$ cat src/rtl/flowctl_pkg.sv
package flowctl_pkg;
  localparam int NUM_PFC   = 8;
  localparam int NUM_Q     = NUM_PFC + 1;
  localparam int PAUSE_IDX = NUM_PFC;
  localparam int QUANTA_W  = 16;

  typedef logic [NUM_Q-1:0][QUANTA_W-1:0] qvec_t;

  localparam logic [1:0] HOLD_PERQ = 2'd0;
  localparam logic [1:0] HOLD_UNI  = 2'd1;

  typedef struct packed {
    logic             load;
    logic [NUM_Q-1:0] loadMask;
    logic [NUM_Q-1:0] loadXoff;
    logic [NUM_Q-1:0] restart;
    logic [NUM_Q-1:0] stop;
  } ctlStrobe_t;
endpackage

$ cat src/rtl/fc_timer_dp.sv
module fc_timer_dp
  import flowctl_pkg::*;
#(
  parameter qvec_t                HOLD_Q   = {NUM_Q{16'd32768}},
  parameter qvec_t                QUANTA_Q = {NUM_Q{16'd65535}},
  parameter logic [QUANTA_W-1:0]  UNI_HOLD = 16'd32768
) (
  input  logic                      clk,
  input  logic                      rstN,
  input  logic                      tick,
  input  logic [1:0]                mode,
  input  ctlStrobe_t                strb,
  output logic [NUM_Q-1:0]          expire,
  output logic [NUM_Q*QUANTA_W-1:0] quantaOut
);
  localparam logic [QUANTA_W-1:0] UNI_LAST = UNI_HOLD - 1'b1;

  logic [QUANTA_W-1:0] uniCnt;
  logic                uniHit;
  logic                modeOff;
  logic                modeUni;

  assign uniHit  = tick && (uniCnt == UNI_LAST);
  assign modeOff = mode[1];
  assign modeUni = (mode == HOLD_UNI);

  always_ff @(posedge clk or negedge rstN) begin
    if (!rstN)     uniCnt <= '0;
    else if (tick) uniCnt <= uniHit ? '0 : uniCnt + 1'b1;
  end

  for (genvar q = 0; q < NUM_Q; q++) begin : g_q
    localparam logic [QUANTA_W-1:0] LAST = HOLD_Q[q] - 1'b1;
    logic                running;
    logic [QUANTA_W-1:0] cnt;
    logic                ownHit;

    assign ownHit    = tick && (cnt == LAST);
    assign expire[q] = running && (ownHit || (modeUni && uniHit));

    always_ff @(posedge clk or negedge rstN) begin
      if (!rstN) begin
        running <= 1'b0;
        cnt     <= '0;
      end else if (strb.stop[q] || modeOff) begin
        running <= 1'b0;
      end else if (strb.restart[q]) begin
        running <= 1'b1;
        cnt     <= '0;
      end else if (expire[q]) begin
        running <= 1'b0;
      end else if (running && tick) begin
        cnt <= cnt + 1'b1;
      end
    end

    always_ff @(posedge clk or negedge rstN) begin
      if (!rstN)
        quantaOut[q*QUANTA_W +: QUANTA_W] <= '0;
      else if (strb.load)
        quantaOut[q*QUANTA_W +: QUANTA_W] <=
          (strb.loadMask[q] && strb.loadXoff[q]) ? QUANTA_Q[q] : '0;
    end
  end
endmodule

$ cat src/rtl/fc_sched_ctl.sv
module fc_sched_ctl
  import flowctl_pkg::*;
(
  input  logic             clk,
  input  logic             rstN,
  input  logic [NUM_Q-1:0] reqNow,
  input  logic [NUM_Q-1:0] expire,
  input  logic             ack,
  output ctlStrobe_t       strb,
  output logic             frmValid,
  output logic [NUM_Q-1:0] frmMask
);
  localparam logic [NUM_Q-1:0] PAUSE_BIT = NUM_Q'(1) << PAUSE_IDX;

  logic [NUM_Q-1:0] prevReq, rise, fall;
  logic [NUM_Q-1:0] pendOn, pendOff, pendOnN, pendOffN, pend;
  logic [NUM_Q-1:0] selMask, frmXoff;
  logic             latch, done;

  assign rise    = reqNow & ~prevReq;
  assign fall    = ~reqNow & prevReq;
  assign pend    = pendOn | pendOff;
  assign selMask = pend[PAUSE_IDX] ? PAUSE_BIT : (pend & ~PAUSE_BIT);
  assign latch   = !frmValid && (|selMask);
  assign done    = frmValid && ack;

  always_comb begin
    pendOnN  = pendOn;
    pendOffN = pendOff;
    if (latch) begin
      pendOnN  = pendOnN & ~selMask;
      pendOffN = pendOffN & ~selMask;
    end
    pendOnN  = (pendOnN & ~fall) | rise | (expire & reqNow);
    pendOffN = (pendOffN & ~rise) | fall;
  end

  always_comb begin
    strb.load     = latch;
    strb.loadMask = selMask;
    strb.loadXoff = selMask & pendOn;
    strb.restart  = done ? (frmMask & frmXoff & reqNow) : '0;
    strb.stop     = fall;
  end

  always_ff @(posedge clk or negedge rstN) begin
    if (!rstN) begin
      prevReq  <= '0;
      pendOn   <= '0;
      pendOff  <= '0;
      frmValid <= 1'b0;
      frmMask  <= '0;
      frmXoff  <= '0;
    end else begin
      prevReq <= reqNow;
      pendOn  <= pendOnN;
      pendOff <= pendOffN;
      if (latch) begin
        frmValid <= 1'b1;
        frmMask  <= selMask;
        frmXoff  <= selMask & pendOn;
      end else if (done) begin
        frmValid <= 1'b0;
      end
    end
  end
endmodule

$ cat src/rtl/fc_xoff_sched.sv
module fc_xoff_sched
  import flowctl_pkg::*;
#(
  parameter qvec_t               HOLD_Q   = {NUM_Q{16'd32768}},
  parameter qvec_t               QUANTA_Q = {NUM_Q{16'd65535}},
  parameter logic [QUANTA_W-1:0] UNI_HOLD = 16'd32768
) (
  input  logic                      clk,
  input  logic                      rstN,
  input  logic                      quantumTick,
  input  logic [1:0]                holdMode,
  input  logic                      pauseReq,
  input  logic [NUM_PFC-1:0]        pfcReq,
  input  logic                      frmAck,
  output logic                      frmValid,
  output logic [NUM_Q-1:0]          frmMask,
  output logic [NUM_Q*QUANTA_W-1:0] frmQuanta
);
  ctlStrobe_t       strb;
  logic [NUM_Q-1:0] expire;

  fc_sched_ctl u_ctl (
    .clk      (clk),
    .rstN     (rstN),
    .reqNow   ({pauseReq, pfcReq}),
    .expire   (expire),
    .ack      (frmAck),
    .strb     (strb),
    .frmValid (frmValid),
    .frmMask  (frmMask)
  );

  fc_timer_dp #(
    .HOLD_Q   (HOLD_Q),
    .QUANTA_Q (QUANTA_Q),
    .UNI_HOLD (UNI_HOLD)
  ) u_dp (
    .clk       (clk),
    .rstN      (rstN),
    .tick      (quantumTick),
    .mode      (holdMode),
    .strb      (strb),
    .expire    (expire),
    .quantaOut (frmQuanta)
  );
endmodule

$ cat config.mk
export PLATFORM = sky130hd
export DESIGN_NAME = fc_xoff_sched
export DESIGN_NICKNAME = d
export VERILOG_FILES = /design/src/rtl/flowctl_pkg.sv /design/src/rtl/fc_timer_dp.sv /design/src/rtl/fc_sched_ctl.sv /design/src/rtl/fc_xoff_sched.sv
export SDC_FILE = /design/constraint.sdc
export NUM_CORES = 1
export LEC_CHECK = 0
export BUFFER_PORTS_ARGS = -buffer_cell sky130_fd_sc_hd__buf_2
export CAP_MARGIN = 20
export CORE_UTILIZATION = 36
export CTS_BUF_LIST = sky130_fd_sc_hd__clkbuf_8
export CTS_CLUSTER_DIAMETER = 30
export DETAILED_ROUTE_END_ITERATION = 8
export MAX_ROUTING_LAYER = met4
export PLACE_DENSITY = 0.57
export RECOVER_POWER = 25
export SYNTH_ARGS = -nofsm -noshare
export SYNTH_HDL_FRONTEND = slang
export SYNTH_SLANG_ARGS = --single-unit
$ cat constraint.sdc
create_clock -name clk -period 2.67 [get_ports clk]
set_clock_uncertainty 0.05 [all_clocks]
set_input_delay 0.534 -clock clk [delete_from_list [all_inputs] [get_ports clk]]
set_output_delay 0.534 -clock clk [all_outputs]
set_load 0.01 [all_outputs]
# Word-level counts from Yosys, hierarchy flattened
# Index checks and enable logic that the tools add are counted.
op_classes:
  n_eq_ne: 20
  n_reduce_logical: 88
  bitwise_logic: 28
  n_addsub: 10
  muxes: 70
ops:
  columns: ["cell", "n"]
  rows:
  - ["16-bit two-way mux", 37]
  - ["16-bit by 1-bit adder with 16-bit output (second input constant)", 10]
  - ["16-bit by 15-bit == test with 1-bit output (second input constant)", 10]
  - ["9-bit AND", 10]
  - ["9-bit NOT", 5]
  - ["1-bit logical AND", 40]
  - ["9-bit two-way mux", 4]
  - ["9-bit bitwise OR", 4]
  - ["1-bit two-way mux", 29]
  - ["3-bit AND reduction", 9]
  - ["3-bit nonzero test", 9]
  - ["2-bit nonzero test", 10]
  - ["1-bit logical OR", 18]
  - ["2-bit inequality test (second input constant)", 9]
  - ["1-bit NOT", 9]
  - ["9-bit OR reduction", 1]
  - ["2-bit by 1-bit == test with 1-bit output (second input constant)", 1]
  - ["1-bit zero test", 1]
totals:
  input_bits: 15
  out_inout_bits: 154
  wordCells: 250
  register_bits: 359

# Logic depth before layout (Yosys ltp)
logic_depth:
  ltp_word: 8
  mapped_depth: 9
  mapped_depth_nobuf: 7

# Cells and area by module
# From an unflattened synthesis, not the netlist that was laid out.
hier_totals:
  hier_cells: 1519
  area_unflattened_um2: 13571.8
by_module_without_submodules:
  columns: ["module", "seq_area_each_um2", "cells_per_inst", "area_each_um2", "instances"]
  rows:
  - ["fc_timer_dp", 4454.3, 1326, 11577.4, 1]
  - ["fc_sched_ctl", 1151.1, 193, 1994.4, 1]

# Worst setup path after synthesis
# OpenSTA, ideal clock, no wires.
synth_timing:
  path_type: "flip-flop to flip-flop"
  startpoint: "register u_dp.g_q[3].cnt[0]"
  endpoint: "register u_dp.g_q[3].cnt[15]"
  setup_time_ps: 110
  t_required_ps: 2510
  synth_period_minus_slack_ps: 2186
  path_buffers: 1
  arrival_ps: 2026
  path_stages_with_launch: 9
  path_slack_ps: 484
  path_cell_list: "dfrtp_1 -> ha_1 -> nand3_1 -> nor4_1 -> a31oi_1 -> a22oi_1 -> buf_2 -> o21ai_0 -> o41ai_1"
synth_via:
  elab_chain_len: 6
  word_cells_on_any_way: 10
  classes_between: "add/sub (1); eq/ne (2); mux (3); reduce/logical (4)"
synth_lines:
  columns: ["item", "line", "source"]
  rows:
  - ["start, declared", "fc_timer_dp.sv:35", "logic [QUANTA_W-1:0] cnt;"]
  - ["start signal, assigned", "fc_timer_dp.sv:53", "cnt <= cnt + 1'b1;"]
  - ["branches (longest 6 deep; another with 16-bit by 1-bit adder with 16-bit output)", null, null]
# Parallel ways; which one is timed is not known. The select of a mux whose other input is x is not followed.
# A chain may end at the register's enable or synchronous reset.

# Final worst setup path
layout_timing:
  startpoint: "register u_dp.g_q[8].cnt[0]"
  endpoint: "register u_dp.g_q[8].cnt[0]"
layout_via:
  elab_chain_len: 6
  word_cells_on_any_way: 10
  classes_between: "add/sub (1); eq/ne (2); mux (3); reduce/logical (4)"
layout_lines:
  columns: ["item", "line"]
  rows:
  - ["start, declared", "fc_timer_dp.sv:35"]
  - ["start signal, assigned", "fc_timer_dp.sv:53"]
  - ["branches (longest 6 deep; another with 16-bit by 1-bit adder with 16-bit output)", null]
# Parallel ways; which one is timed is not known. The select of a mux whose other input is x is not followed.

==> summary.md <==
| Metric | Value |
|---|---|
| Skew-Pair Late Insertion Delay | a little under 600 ps |
| N_diodes | 0 |
| Min cycle time layout | 2310 ps |
| Slowest cell on crit path | or4_1 |
| Required time worst endpoint | 3120 ps |
| Setup TNS | 0 ps |
| Status | finished, violations left |
| Rel. slew slack | -22.0% |
| Initial DRC Count | 727 |
| Fmax | 0.432 GHz |
| Residual DRC | 0 |
| Largest net degree at the start of global routing | 69 |
| Share of layout cells above drive strength 1 | 22.3% |
| Crit path cell chain | ha_1, nand4_1, or4_1, o21a_1, nand2_2, a21oi_1, mux2i_1 |
| Number of cells on the critical path | 7 |
| GRT Total Usage | 18.2% |
| DIE WIDTH | 186 microns |
| EDFF count, synth | 0 |
| Worst-case vdd ir drop | between 0.4 and 0.5 mV |
| Syn Inst Count | 1,403 |
| Register area share after synthesis | 44.4% |
| Wire per inst | roughly 15 microns |
| Net Sw Frac | 28.5% |
| Cell variety after synth | 63 |
| Total Power | 0.00887 W |
| Max-slew violations | 66 |
| IO Port Bufs | 168 |
| Mapped Area | 12,100 sq um |
| Setup violators final | 0 |
| Async SR Flop Fraction | 100% |
| WP buf/inv | 0 |
| Internal power | 0.00633 W |
| Vias/cell | 5.33 |
| Slowest stage delay, CP | 580 ps |
| Cells on worst reg2reg path | 7 |
| Final period util | around 87% |
| Die area | 34,400 sq um |
| Boundary pin count | 169 |
| Inserted Clock Buffers | 55 |
| Failing checks | max-capacitance violations, max-slew violations |
| Worst slew pin tran | roughly 1800 ps |
| Most frequent cells in the layout | 215 x dfrtp_1, 203 x o21ai_0, 158 x buf_2 |
| Synth warn | 0 |
| Number of core rows | 66 |
| Final WL | 30.0 mm |
| Sw power | 0.00253 W |
| RSZ-0062 raised after global routing | no |
| #FFs+latches synth | ~220 |
| DP HPWL | 20.1 mm |
| Area growth from synthesis to layout | 15.0% |
| Max cap viols | 1 |
| Critical path startpoint category | flop |
| Clock power frac | 48.5% |
| Hold path depth | 1 |
| Final core utilization | 42.4% |
| CTS tree | built |
| DR vias | between 10,000 and 15,000 |
| Final nets | 1,523 |
| Seq pwr share | 40.5% |
| Root buffer selected by CTS | clkbuf_8 |
| Hold Path Class | in -> reg |
| Fill count | between 3,000 and 4,000 |
| Net Count, Synth | between 1,000 and 1,500 |
| Commonest non-fill, non-tap cell in the layout | dfrtp_1 |
| Max clock buf depth | 3 |
| Die Y | 186 microns |
| H-tree level count | 2 |
| Gpl congestion | 0.787 |
| Top_reg_cell synth | dfrtp_1 |
| Initial Utilization | 36.9% |
| Crit. End Element | flop |
| Vias in the first global route | between 9,000 and 10,000 |
| Hold Vio Cnt, Final | 0 |
| Post-route antenna net violation count | 0 |
| Clock Pin Slew Worst Setup and Hold Paths | 50 ps |
| Crit Path Max Fanout | 12 |
| Avg Synthesized Cell Area | 8.64 sq um |
| Comb pwr share | about 11% |
| Core footprint | 32,900 sq um |
| LEAKAGE | 6.13 nW |
| DRT Pass-1 Iters | 6 |
| P per Cell Area | 636 nW/um^2 |
| CTS sink cnt | 215 |
| Number of antenna violations at the first check in global routing | 0 |
| CP arrival | 2770 ps |
| Top delay family on crit path | simple AND/OR/NAND/NOR gates |
| First-pass GRT wire length | just under 50 mm |
| Crit Path Class | reg -> reg |
| GR Overflow Total | 0 |
[power by group through the flow]
stage                     Combinational (W)  Clock, W  Sequential [W]
after detailed placement            0.00100         0         0.00364
after floorplan                    0.000781         0         0.00365
after global routing                0.00112   0.00461         0.00361
final                              0.000981   0.00430         0.00359
after CTS                           0.00101   0.00443         0.00359
after global placement             0.000993         0         0.00363
[metal layers]
metal	part of all wire, %	global-route usage, %	routed length, microns	up-vias
met4	2.0	5.72	613	0
met1	47	23.7	14200	5045
li1	-	-	-	5165
met3	5.4	3.62	1620	53
met2	45	28.5	13600	318
met5	0	-	0	-
[sequential cells by signal (all words and copies together), names as in the netlist]
name	cells
u_dp.g_q.cnt	144
u_dp.uniCnt	16
u_ctl.frmMask	9
u_ctl.pendOff	9
u_ctl.pendOn	9
u_ctl.prevReq	9
u_dp.g_q.running	9
u_dp.quantaOut	5
u_ctl.frmXoff	4
u_ctl.frmValid	1
[stage by stage]
stage | setup slack (ps) | instances | hold slack (ps) | instance area, sq um
6_report | 357 | 1987 | 87.6 | 13900
5_1_grt | 127 | 1987 | 58.0 | 13900
4_1_cts | 235 | 1987 | 33.8 | 14000
3_5_place_dp | 239 | 1882 | 417 | 12800
3_3_place_gp | 284 | 1882 | 409 | 12800
2_1_floorplan | 484 | 1403 | 188 | 12100
[kinds of logic (layout without fill, tap and decap cells)]
kind of cell | Yosys count | after routing | share of synthesized area [%]
compound gates | 408 | 408 | 19.5
xor+xnor | 11 | 11 | 0.795
simple gates | 542 | 542 | 22.4
flops | 215 | 215 | 44.4
buf+inv | 207 | 349 | 11.0
mux | 10 | 10 | 0.908
fa+ha+maj | 10 | 10 | 1.03
[worst paths after layout]
check | start | to | slack, ps
worst min register to register | u_dp.g_q[8].cnt[15] | u_dp.g_q[8].cnt[15] | 420
min in group asynchronous | rstN | u_dp.uniCnt[9] | 940
worst min-delay path | pauseReq | u_ctl.prevReq[8] | 90
worst max-delay path | u_dp.g_q[8].cnt[0] | u_dp.g_q[8].cnt[0] | 360
max in group asynchronous | rstN | u_ctl.frmXoff[8] | 460
worst max register to register | u_dp.g_q[8].cnt[0] | u_dp.g_q[8].cnt[0] | 360
[cell type report]
cell class	instances	area [sq um]	share of cell area, %
flip-flops and latches	215	5380	38.6
repair buffers	223	1310	9.38
inverters	22	82.6	0.592
well taps	442	553	3.97
clock inverters	39	304	2.18
clock buffers	65	895	6.42
multi-input cells	981	5420	38.9
[cells in the mapped netlist, drive strengths merged, types with 5 or more instances]
cell type / count / share of area, %
dfrtp: 215 / 44
o21ai: 208 / 8.6
buf: 156 / 9.4
nor2: 155 / 4.8
nand2: 123 / 3.8
nand3: 74 / 3.1
a21oi: 66 / 2.7
a31oi: 55 / 3.0
and3: 46 / 2.4
nand4: 43 / 2.2
clkbuf: 29 / 0.90
o31ai: 27 / 1.7
inv: 22 / 0.68
nor4: 15 / 0.90
nor3: 14 / 0.71
and2: 13 / 0.67
or3: 13 / 0.67
or2: 12 / 0.62
o211ai: 11 / 0.68
ha: 10 / 1.0
o311ai: 9 / 0.65
mux2: 8 / 0.74
or4: 8 / 0.53
xnor2: 8 / 0.58
o21a: 6 / 0.37
nand2b: 5 / 0.26
nand3b: 5 / 0.31
[worst reg2reg max path: stages, from the launching register on]
cell and delay (ps):
dfrtp_1 390, ha_1 230, nand4_1 150, or4_1 580, o21a_1 290, nand2_2 240, a21oi_1 150, mux2i_1 160
[timing repair]
action,in CTS,in global routing
hold endpoints to repair,63,0
hold buffers,1,0
setup endpoints to repair,0,2
setup buffers,0,0
resized for setup,0,1
No activity file was read; power rests on OpenSTA's default activity.
